**src/rtl/usb_unstuff_pkg.sv**
```systemverilog
// Package: shared constants and types for the bit-unstuffing checker.
// Assumes: the stuffing rule inserts one zero after a fixed run of ones.
package usb_unstuff_pkg;

    // Run of ones after which a stuffed zero is due on the USB line.
    localparam int DEF_RUN_LEN = 6;

    // What to do with the bit arriving on the current strobe.
    typedef enum logic [1:0] {
        SLOT_DATA = 2'd0,   // ordinary data bit, forward it
        SLOT_DROP = 2'd1,   // stuffed zero, consume it
        SLOT_VIOL = 2'd2    // one where a stuffed zero was due
    } slot_kind_t;

endpackage

```
**src/rtl/usb_run_counter.sv**
```systemverilog
// Module: usb_run_counter
// Counts consecutive ones among the accepted bits of a packet and classifies
// each incoming bit as data, stuffed zero or stuffing violation.
// Assumes: clr and adv are never high in the same cycle; adv only inside a packet.
module usb_run_counter
    import usb_unstuff_pkg::*;
#(
    parameter int RUN_LEN = DEF_RUN_LEN
) (
    input  logic       clk,
    input  logic       rst_n,
    input  logic       clr,
    input  logic       adv,
    input  logic       bit_in,
    output slot_kind_t kind
);
    localparam int CNT_W = $clog2(RUN_LEN + 1);
    localparam logic [CNT_W-1:0] RUN_MAX = CNT_W'(RUN_LEN);

    logic [CNT_W-1:0] run_q;
    logic             slot_due;

    assign slot_due = (run_q == RUN_MAX);

    // Classify the current bit from the run length seen so far.
    always_comb begin
        if (!slot_due)   kind = SLOT_DATA;
        else if (bit_in) kind = SLOT_VIOL;
        else             kind = SLOT_DROP;
    end

    // Track the run of ones; restart on zero, on the stuff slot and at packet start.
    always_ff @(posedge clk) begin
        if (!rst_n || clr) begin
            run_q <= '0;
        end else if (adv) begin
            if (slot_due || !bit_in) run_q <= '0;
            else                     run_q <= run_q + 1'b1;
        end
    end

    // the run never grows past the stuff slot
    run_bound_chk: assert property (@(posedge clk) disable iff (!rst_n)
        run_q <= RUN_MAX);

    // a packet start always restarts the run
    run_clr_chk: assert property (@(posedge clk) disable iff (!rst_n)
        clr |=> (run_q == '0));

endmodule

```
**config.mk**
```make
export PLATFORM = sky130hd
export DESIGN_NAME = usb_run_counter
export DESIGN_NICKNAME = d
export VERILOG_FILES = /design/src/rtl/usb_unstuff_pkg.sv /design/src/rtl/usb_run_counter.sv
export SDC_FILE = /design/constraint.sdc
export NUM_CORES = 1
export LEC_CHECK = 0
export ABC_AREA = 1
export BUFFER_PORTS_ARGS = -buffer_cell sky130_fd_sc_hd__buf_2
export CORE_AREA = 2 2 39 41
export CTS_CLUSTER_SIZE = 14
export DETAILED_ROUTE_END_ITERATION = 8
export DIE_AREA = 0 0 41 43
export GPL_ROUTABILITY_DRIVEN = 0
export PLACE_DENSITY = 0.31
export SLEW_MARGIN = 25
export SYNTH_ARGS = -nofsm -noshare
export SYNTH_HDL_FRONTEND = slang
export SYNTH_SLANG_ARGS = --single-unit
```
**constraint.sdc**
```tcl
create_clock -name clk -period 1.2 [get_ports clk]
set_clock_uncertainty 0.2 [all_clocks]
set_input_delay 0 -clock clk [delete_from_list [all_inputs] [get_ports clk]]
set_output_delay 0 -clock clk [all_outputs]
set_load 0.005 [all_outputs]
```
==> After elaboration in Yosys (flattened, before gate mapping) <==
Cells that the tools add are included.
{ "word_totals": {"regBits": 3, "output_inout_bits": 2, "wordCells": 10} }
{ "op_classes": {"reduce_logical": 4, "n_mux": 3, "add_sub_neg": 1, "eq_ne": 1} }
{ "ops": {"columns": ["op", "n"], "rows": [
  ["two-way mux 2 bit", 2],
  ["adder 3 x 1 -> 3 bit (second input constant)", 1],
  ["equality test 3 bit (second input constant)", 1],
  ["two-way mux 3 bit", 1],
  ["logical NOT 1 bit", 2],
  ["logical OR 1 bit", 2]
]} }

==> Logic depth before layout (Yosys ltp) <==
Gate-level depths: netlist of run 1.
{ "logic_depth": {"ltp_word": 3, "mapped_depth": 7} }

==> Worst setup path before layout of run 1 <==
Ideal clock, no wire load.
{ "synth_path": {"path_kind": "reg2reg", "from": "register run_q[0]", "to": "register run_q[0]", "n_path_buf": 0, "t_arrival_ps": 881, "path_stages_with_launch": 8, "slack_ps": 55, "cell_sequence": "dfxtp_1 > inv_1 > ha_1 > nand2_1 > nand2_1 > nand2_1 > nand2_1 > nor2_1"} }
{ "synth_between": {"elab_chain_cells": 3, "elab_cells_between_ends": 4} }
{ "synth_lines": {"columns": ["element", "line_no", "text"], "rows": [
  ["start: declaration", "usb_run_counter.sv:20", "logic [CNT_W-1:0] run_q;"],
  ["start signal: assignment", "usb_run_counter.sv:38", "else run_q <= run_q + 1'b1;"],
  ["branches (longest 2 deep; another with adder 3 x 1 -> 3 bit)", null, null],
  ["two-way mux 3 bit (*)", "usb_run_counter.sv:37", "if (slot_due || !bit_in) run_q <= '0;"]
]} }
Mark *: on every way between the ends.
A chain may end at the register's enable or synchronous reset.

==> Worst setup path after layout of run 1 <==
{ "layout_path": {"from": "register run_q[1]", "to": "output port kind[0]"} }
{ "layout_between": {"elab_chain_cells": 2} }
{ "layout_lines": {"columns": ["element", "line_no", "text"], "rows": [
  ["equality test 3 bit", "usb_run_counter.sv:23", "assign slot_due = (run_q == RUN_MAX);"],
  ["two-way mux 2 bit", "usb_run_counter.sv:27", "if (!slot_due) kind = SLOT_DATA;"],
  ["end: declaration", "usb_run_counter.sv:15", "output slot_kind_t kind"]
]} }
Every way passes these cells.

==> flow_metrics.py, run 1 <==
metrics = {
    "status": {
        "status": "finished clean",
    },
    "routing": {
        "via_per_inst": 3.35,
        "drtPass1Iterations": 2,
        "wirelength_um": 404,
        "avgRoutedWirePerCell_um": 7.09,
        "drc": 0,
        "final_antenna_net_count": 0,
        "vias": 191,
        "drt_iter0_markers": 1,
    },
    "power": {
        "pwr-share-seq_pct": 33.1,
        "p_leak_nw": 0.168,
        "p_switching_w": 0.0000684,
        "power_frac_comb_pct": 13.4,
        "switching_share_pct": 21.3,
        "totalPowerFinal_w": 0.000321,
        "power.density_mw_per_mm2": 985,
        "intPower_w": 0.000252,
        "ir_drop_uv": 733,
        "pwr-share-clk_pct": 53.5,
    },
    "final_layout": {
        "multiInputGateArea_sq_um": 124,
        "fin_cells": 57,
        "fin_util_pct": 23.5,
        "top_regs": "run_q x3",
        "register_area_sq_um": 62.6,
        "fin_nets": 49,
        "fill_cells": 163,
        "regMostFlops": "run_q",
        "final_cell_mix": "6 x nand2_1, 6 x buf_2, 4 x nor2_1, 4 x dlygate4sd3_1",
        "syn2layout_area_growth_pct": 89.8,
        "largest_register_ffs": 3,
        "drive_gt1_share_pct": 43.9,
        "diodes": 0,
    },
    "critical_path": {
        "critPathCaptureType": "output port",
        "endpoint": "kind[0]",
        "cp.arrival_ns": 0.97,
        "reg2reg_depth": 6,
        "r2r_start": "run_q[0]",
        "path_class": "reg2out",
        "critPathLaunchType": "register",
        "rrSetupSlack_ns": 0.05,
        "required_ns": 1.00,
        "worst_r2r_endpoint": "run_q[2]",
        "cp_max_fo": 3,
        "cp-startpoint": "run_q[1]",
    },
    "placement": {
        "dp_hpwl_um": 293,
        "dp_cells": 50,
        "dp_slack_ns": 0.0256,
        "port_buffers": 6,
    },
    "grt": {
        "antenna_found_initial": 0,
        "grt_use_total_pct": 5.42,
        "grt_pass1_vias": 141,
        "overflow": 0,
        "grt_pass1_wl_um": 600,
        "grt_max_degree": 7,
    },
    "logic_synthesis": {
        "synth_cell_types": 8,
        "syn_area_per_cell_sq_um": 6.59,
        "ys_seq_area_share_pct": 35.0,
        "yosysWarnings": 0,
        "netlist_area_sq_um": 171,
        "netlist.top_cell.by_area": "dfxtp_1",
        "syn-instance-count": 26,
        "netlist_top_cells_area": "dfxtp_1 35%, nand2_1 18%, ha_1 15%",
        "synth_top_area_share_pct": 35.0,
        "synth_fp_nets": 33,
        "ys_seq_elements": 3,
    },
    "clock_network": {
        "cts_sinks": 3,
        "cts_tree": "done",
        "cts_setup_buffers": 0,
        "clockRootBuffer": "clkbuf_4",
        "htreeDepth": 1,
        "path_clk_slew_ns": 0.04,
        "numCtsBuffers": 3,
        "insertion_delay_ns": 0.23,
        "clock_path_buffers": 2,
    },
    "timing": {
        "hold_viol": 0,
        "fmax_mhz": 854,
        "final_max_slew_viol_count": 0,
        "setup_ws_ns": 0.0288,
        "finalCritPeriodShare_pct": 97.6,
        "finalSetupViolCount": 0,
        "worst-slew-pin-transition_ns": 0.207,
        "min_period_ns": 1.17,
        "slew_headroom_pct": 86.1,
        "rsz0062_at_grt": "yes",
        "whs_ns": 0.372,
    },
    "floorplan": {
        "die_x_um": 41,
        "die_y_um": 43,
        "die-area_sq_mm": 0.00176,
        "fp.coreArea_sq_mm": 0.00138,
        "start_util_pct": 12.4,
        "rows": 14,
        "io_pins": 7,
    },
    "min_path": {
        "hp-class": "reg2reg",
    },
    "job": {
        "maxCapViolCount": 0,
    },
}
Yosys cell counts:
master,count
nand2_1,8
nor2_1,6
inv_1,4
dfxtp_1,3
ha_1,2
nand3_1,1
o21ai_0,1
xnor2_1,1
final cells by class:
type / count / area share, %
clock buffers: 4 / 8.08
inverters: 4 / 4.62
multi-input cells: 19 / 38.1
flip-flops and latches: 3 / 19.2
well taps: 16 / 6.15
repair buffers: 11 / 23.8
worst min-delay path by stage:
stage	from	endpoint	cells after the start
after CTS	run_q[1]	run_q[1]	2
after floorplan	bit_in	kind[0]	1
after global routing	run_q[1]	run_q[1]	2
after global placement	bit_in	kind[0]	3
final	run_q[2]	run_q[2]	4
after detailed placement	bit_in	kind[0]	3
power by group through the flow:
| stage | Combinational, W | Clock, W | Sequential (W) |
|---|---|---|---|
| after global placement | 0.0000260 | 0 | 0.000106 |
| after CTS | 0.0000381 | 0.000180 | 0.000105 |
| after floorplan | 0.0000126 | 0 | 0.000106 |
| final | 0.0000429 | 0.000171 | 0.000106 |
| after global routing | 0.0000476 | 0.000195 | 0.000106 |
| after detailed placement | 0.0000271 | 0 | 0.000106 |
metrics by stage:
step           cell area [sq um]  TNS [ns]
4_1_cts                      303         0
3_5_place_dp                 236         0
2_1_floorplan                171         0
3_3_place_gp                 236         0
6_report                     325         0
5_1_grt                      325   -0.0984
routing by layer:
layer	vias to the layer above	part of all wire (%)	track usage (%)
met5	-	0	0
met4	0	0	0
met3	0	10	6.28
met2	7	39	6.88
met1	78	50	6.41
li1	106	-	-
cell families (layout without fill, tap and decap cells):
family | after synthesis | after routing | share of synthesized area [%]
fa+ha+maj | 2 | 2 | 14.6
buf+inv | 4 | 19 | 8.76
flops | 3 | 3 | 35.0
simple gates | 15 | 15 | 33.6
compound gates | 1 | 1 | 2.92
xor+xnor | 1 | 1 | 5.11
worst max-delay path: stages, from the launching register on:
cell and delay, ns:
dfxtp_2 0.36, ha_4 0.15, nand2_4 0.04, nor2_1 0.09, buf_2 0.11
what timing repair did:
action | CTS | global route
hold endpoints to repair | 3 | 0
pin swaps | 1 | 3
endpoints found under the setup margin | 2 | 5
resized for setup | 5 | 5
hold buffers | 4 | 0
Note: power is estimated with default switching activity, not from simulation.
==> inputs of run 2 (changes only) <==
--- a/config.mk
+++ b/config.mk
@@ -12,7 +12,6 @@
 export DETAILED_ROUTE_END_ITERATION = 8
 export DIE_AREA = 0 0 41 43
 export GPL_ROUTABILITY_DRIVEN = 0
-export PLACE_DENSITY = 0.31
 export SLEW_MARGIN = 25
 export SYNTH_ARGS = -nofsm -noshare
 export SYNTH_HDL_FRONTEND = slang
==> flow_metrics.py, run 2 (same netlist as run 1, synthesis figures left out) <==
metrics = {
    "timing": {
        "rsz0062_at_grt": "yes",
        "final_max_slew_viol_count": 0,
        "finalSetupViolCount": 5,
        "setup_ws_ns": -0.0916,
        "hold_viol": 0,
        "min_period_ns": 1.29,
        "fmax_mhz": 774,
        "finalCritPeriodShare_pct": 108,
        "tns_ns": -0.378,
        "slew_headroom_pct": 90.3,
        "worst-slew-pin-transition_ns": 0.144,
    },
    "final_layout": {
        "top_regs": "run_q x3",
        "mostFrequentLayoutCell": "buf_2",
        "drive_gt1_share_pct": 52.3,
        "multiInputGateArea_sq_um": 134,
        "fill_cells": 154,
        "syn2layout_area_growth_pct": 115,
        "largest_register_ffs": 3,
        "fin_cells": 60,
        "final_cell_mix": "6 x buf_2, 4 x nand2_1, 4 x nor2_1, 4 x dlygate4sd3_1",
        "register_area_sq_um": 65.1,
        "fin_nets": 52,
        "regMostFlops": "run_q",
        "fin_util_pct": 26.6,
        "stdcell_area_sq_um": 368,
        "diodes": 0,
    },
    "critical_path": {
        "cp_max_fo": 3,
        "path_class": "reg2reg",
        "critPathCaptureType": "register",
        "cp.arrival_ns": 1.21,
        "critPathLaunchType": "register",
        "required_ns": 1.12,
    },
    "floorplan": {
        "fp.coreArea_sq_mm": 0.00138,
        "die_y_um": 43,
        "die-area_sq_mm": 0.00176,
        "rows": 14,
        "start_util_pct": 12.4,
        "io_pins": 7,
        "die_x_um": 41,
    },
    "placement": {
        "dp_cells": 50,
        "dp_slack_ns": 0.0485,
        "port_buffers": 6,
        "placed_area_sq_um": 236,
        "dp_hpwl_um": 259,
    },
    "power": {
        "ir_drop_uv": 288,
        "power.density_mw_per_mm2": 871,
        "p_leak_nw": 0.185,
    },
    "routing": {
        "drc": 0,
        "final_antenna_net_count": 0,
        "wirelength_um": 441,
        "vias": 216,
        "via_per_inst": 3.60,
        "drt_iter0_markers": 1,
        "avgRoutedWirePerCell_um": 7.35,
        "drtPass1Iterations": 2,
    },
    "status": {
        "violations": "setup timing",
        "status": "finished with violations",
    },
    "clock_network": {
        "clockRootBuffer": "clkbuf_4",
        "cts_tree": "done",
        "cts_sinks": 3,
        "htreeDepth": 1,
        "path_clk_slew_ns": 0.04,
        "clock_path_buffers": 2,
        "numCtsBuffers": 3,
        "insertion_delay_ns": 0.23,
    },
    "grt": {
        "antenna_found_initial": 0,
        "grt_use_total_pct": 6.81,
        "grt_pass1_vias": 190,
        "grt_pass1_wl_um": 710,
        "overflow": 0,
        "grt_max_degree": 7,
    },
    "min_path": {
        "hp-class": "reg2reg",
    },
    "job": {
        "maxCapViolCount": 0,
    },
}
==> run 2: cell count changes in the layout (fill, tap and decap cells not counted), sizes merged <==
cell,change
buf,+3
==> run 2: area by class of cell <==
| cell class | count | share of cell area (%) |
|---|---|---|
| sequential | 3 | 17.7 |
| tap | 16 | 5.44 |
| multi-input combinational | 19 | 36.4 |
| clock buffer | 4 | 7.14 |
| timing repair buffer | 14 | 29.3 |
| inverter | 4 | 4.08 |
==> run 2: timing repair <==
item / in CTS / in global routing
setup endpoints to repair: 2 / 5
buffers inserted: 1 / 1
gates resized for setup: 8 / 8
hold buffers: 4 / 0
pin swaps: 3 / 1
hold endpoints to repair: 3 / 0
==> run 2: through the flow <==
step	hold WS, ns	power, W
after floorplan	-0.169	0.000119
final	0.349	0.000320
after CTS	0.354	0.000330
after global routing	0.410	0.000354
after detailed placement	0.0502	0.000132
after global placement	0.0464	0.000132
==> run 2: report_power, final <==
part	total, W	switching [W]	internal, W
Combinational	0.0000441	0.0000190	0.0000251
Clock	0.000172	0.0000479	0.000124
Sequential	0.000104	0.00000229	0.000102
Total	0.000320	0.0000691	0.000251
==> run 2: worst paths after layout <==
kind	depth (start not counted)	end	startpoint	slack (ns)
worst max register to register	9	run_q[1]	run_q[0]	-0.09
worst max-delay path	9	run_q[1]	run_q[0]	-0.09
worst min register to register	2	run_q[1]	run_q[1]	0.35
worst min-delay path	2	run_q[1]	run_q[1]	0.35
==> run 2: layer usage <==
| metal | wire [um] | global-route usage, % |
|---|---|---|
| met5 | 0 | 0 |
| met1 | 162 | 5.10 |
| met4 | 0 | 6.00 |
| met3 | 40 | 4.71 |
| met2 | 239 | 10.6 |
==> run 2: worst max-delay path: stages, from the launching register on <==
cell and delay [ns]:
dfxtp_2 0.31, inv_2 0.06, ha_4 0.13, nand2_4 0.04, buf_4 0.13, buf_6 0.10
nand2_2 0.05, nand2_2 0.04, nand2_2 0.07, nor2_1 0.05
==> inputs of run 3 (changes only) <==
--- a/config.mk
+++ b/config.mk
@@ -8,10 +8,12 @@
 export ABC_AREA = 1
 export BUFFER_PORTS_ARGS = -buffer_cell sky130_fd_sc_hd__buf_2
 export CORE_AREA = 2 2 39 41
+export CTS_BUF_LIST = sky130_fd_sc_hd__clkbuf_16
 export CTS_CLUSTER_SIZE = 14
 export DETAILED_ROUTE_END_ITERATION = 8
 export DIE_AREA = 0 0 41 43
 export GPL_ROUTABILITY_DRIVEN = 0
+export HOLD_SLACK_MARGIN = 0.12
 export SLEW_MARGIN = 25
 export SYNTH_ARGS = -nofsm -noshare
 export SYNTH_HDL_FRONTEND = slang
==> flow_metrics.py, run 3 (same netlist as run 1, synthesis figures left out) <==
metrics = {
    "power": {
        "power_frac_comb_pct": 6.4,
        "p_switching_w": 0.000110,
        "switching_share_pct": 16.5,
        "power.density_mw_per_mm2": 1650,
        "pwr-share-seq_pct": 15.7,
        "p_leak_nw": 0.206,
        "intPower_w": 0.000556,
        "pwr-share-clk_pct": 77.9,
        "ir_drop_uv": 755,
    },
    "critical_path": {
        "reg2reg_depth": 8,
        "cp_slowest_stage_delay_ns": 0.31,
        "crit_chain": "inv_2 > ha_4 > nand2_4 > buf_6 > nor2_4 > buf_2",
        "crit_path_top_delay_cell": "dfxtp_2",
        "cp_max_fo": 2,
        "rrSetupSlack_ns": 0.01,
        "critPathLaunchType": "register",
        "path_class": "reg2out",
        "required_ns": 1.00,
        "critPathCaptureType": "output port",
        "critPathBufInv": 3,
        "crit_family": "flip-flops",
        "worst_r2r_endpoint": "run_q[1]",
        "r2r_start": "run_q[0]",
        "cp.arrival_ns": 1.06,
    },
    "floorplan": {
        "die_y_um": 43,
        "die-area_sq_mm": 0.00176,
        "die_x_um": 41,
        "start_util_pct": 12.4,
        "fp.coreArea_sq_mm": 0.00138,
        "io_pins": 7,
        "rows": 14,
    },
    "final_layout": {
        "regMostFlops": "run_q",
        "top_regs": "run_q x3",
        "syn2layout_area_growth_pct": 136,
        "fin_nets": 51,
        "fin_cells": 59,
        "largest_register_ffs": 3,
        "fill_cells": 157,
        "final_cell_mix": "6 x nand2_1, 6 x buf_2, 4 x inv_1, 4 x nor2_1, 4 x dlygate4sd3_1",
        "diodes": 0,
        "drive_gt1_share_pct": 46.5,
    },
    "min_path": {
        "hold-path-cell-count": 2,
        "worstHoldStart": "run_q[1]",
        "min_to": "run_q[1]",
        "hp-class": "reg2reg",
    },
    "timing": {
        "hold_viol": 0,
        "finalSetupViolCount": 2,
        "worst-slew-pin-transition_ns": 0.158,
        "rsz0062_at_grt": "yes",
        "final_max_slew_viol_count": 0,
        "min_period_ns": 1.26,
        "whs_ns": 0.367,
        "slew_headroom_pct": 89.5,
        "fmax_mhz": 797,
        "finalCritPeriodShare_pct": 105,
        "setup_ws_ns": -0.0552,
    },
    "grt": {
        "overflow": 0,
        "grt_use_met2_pct": 10.9,
        "grt_pass1_wl_um": 738,
        "grt_pass1_vias": 189,
        "grt_use_total_pct": 7.21,
        "antenna_found_initial": 0,
        "use_met1_pct": 5.10,
        "grt_max_degree": 7,
        "grtUsageMet3_pct": 4.71,
        "grt_busiest_layer": "met2",
    },
    "job": {
        "maxCapViolCount": 0,
    },
    "clock_network": {
        "clockRootBuffer": "clkbuf_16",
        "cts_sinks": 3,
        "htreeDepth": 1,
        "path_clk_slew_ns": 0.03,
        "numCtsBuffers": 3,
        "clock_path_buffers": 2,
        "insertion_delay_ns": 0.22,
        "cts_tree": "done",
    },
    "placement": {
        "dp_cells": 50,
        "dp_hpwl_um": 259,
        "port_buffers": 6,
    },
    "routing": {
        "drc": 0,
        "final_antenna_net_count": 0,
        "avgRoutedWirePerCell_um": 7.61,
        "drtPass1Iterations": 2,
        "drt_iter0_markers": 2,
        "wirelength_um": 449,
        "vias": 212,
        "via_per_inst": 3.59,
    },
    "status": {
        "violations": "setup timing",
        "status": "finished with violations",
    },
}
run 3: power by group through the flow:
stage | Combinational [W] | Sequential, W | Clock (W)
floorplan | 0.0000126 | 0.000106 | 0
global placement | 0.0000262 | 0.000106 | 0
detailed placement | 0.0000265 | 0.000106 | 0
CTS | 0.0000400 | 0.000106 | 0.000528
global route | 0.0000494 | 0.000105 | 0.000540
finish | 0.0000425 | 0.000104 | 0.000519
run 3: per-layer routing:
layer,vias to the layer above,share of wire [%]
li1,110,-
met1,91,38
met2,9,49
met3,2,8.7
met4,0,4.0
met5,-,0
run 3: area by class of cell:
| class | instances | area, sq um | share of cell area (%) |
|---|---|---|---|
| repair buffers | 13 | 96.3 | 23.8 |
| clock inverters | 1 | 3.75 | 0.929 |
| multi-input cells | 19 | 129 | 31.9 |
| inverters | 4 | 15.0 | 3.72 |
| clock buffers | 3 | 75.1 | 18.6 |
| flip-flops and latches | 3 | 65.1 | 16.1 |
| well taps | 16 | 20.0 | 4.95 |
run 3: worst max-delay path by stage:
| stage | slack, ns | end | cells after the start | startpoint |
|---|---|---|---|---|
| 2_1_floorplan | 0.06 | run_q[0] | 7 | run_q[0] |
| 3_3_place_gp | 0.06 | run_q[1] | 7 | run_q[0] |
| 3_5_place_dp | 0.05 | run_q[1] | 7 | run_q[0] |
| 4_1_cts | -0.06 | kind[1] | 5 | run_q[1] |
| 5_1_grt | -0.13 | kind[0] | 6 | run_q[0] |
| 6_report | -0.06 | kind[1] | 6 | run_q[0] |
run 3: stage by stage:
stage / instance area (sq um) / setup TNS, ns / power (W) / utilization [%] / setup slack (ns)
6_report: 404 / -0.103 / 0.000666 / 29.2 / -0.0552
5_1_grt: 404 / -0.399 / 0.000694 / 29.2 / -0.125
4_1_cts: 387 / -0.104 / 0.000673 / 27.9 / -0.0608
3_5_place_dp: 236 / 0 / 0.000132 / 17.1 / 0.0485
3_3_place_gp: 236 / 0 / 0.000132 / 17.1 / 0.0554
2_1_floorplan: 171 / 0 / 0.000119 / - / 0.0553
run 3: tightest hold or removal path, stage by stage (launching register included):
cell and delay [ns]:
dfxtp_4 0.35, o21ai_0 0.07, nor2_1 0.10
run 3: timing repair:
item / CTS / global route
buffers inserted: 1 / 0
endpoints found under the setup margin: 2 / 5
endpoints found under the hold margin: 5 / 0
gates resized for setup: 8 / 5
pin swaps: 3 / 0
hold buffers: 4 / 0
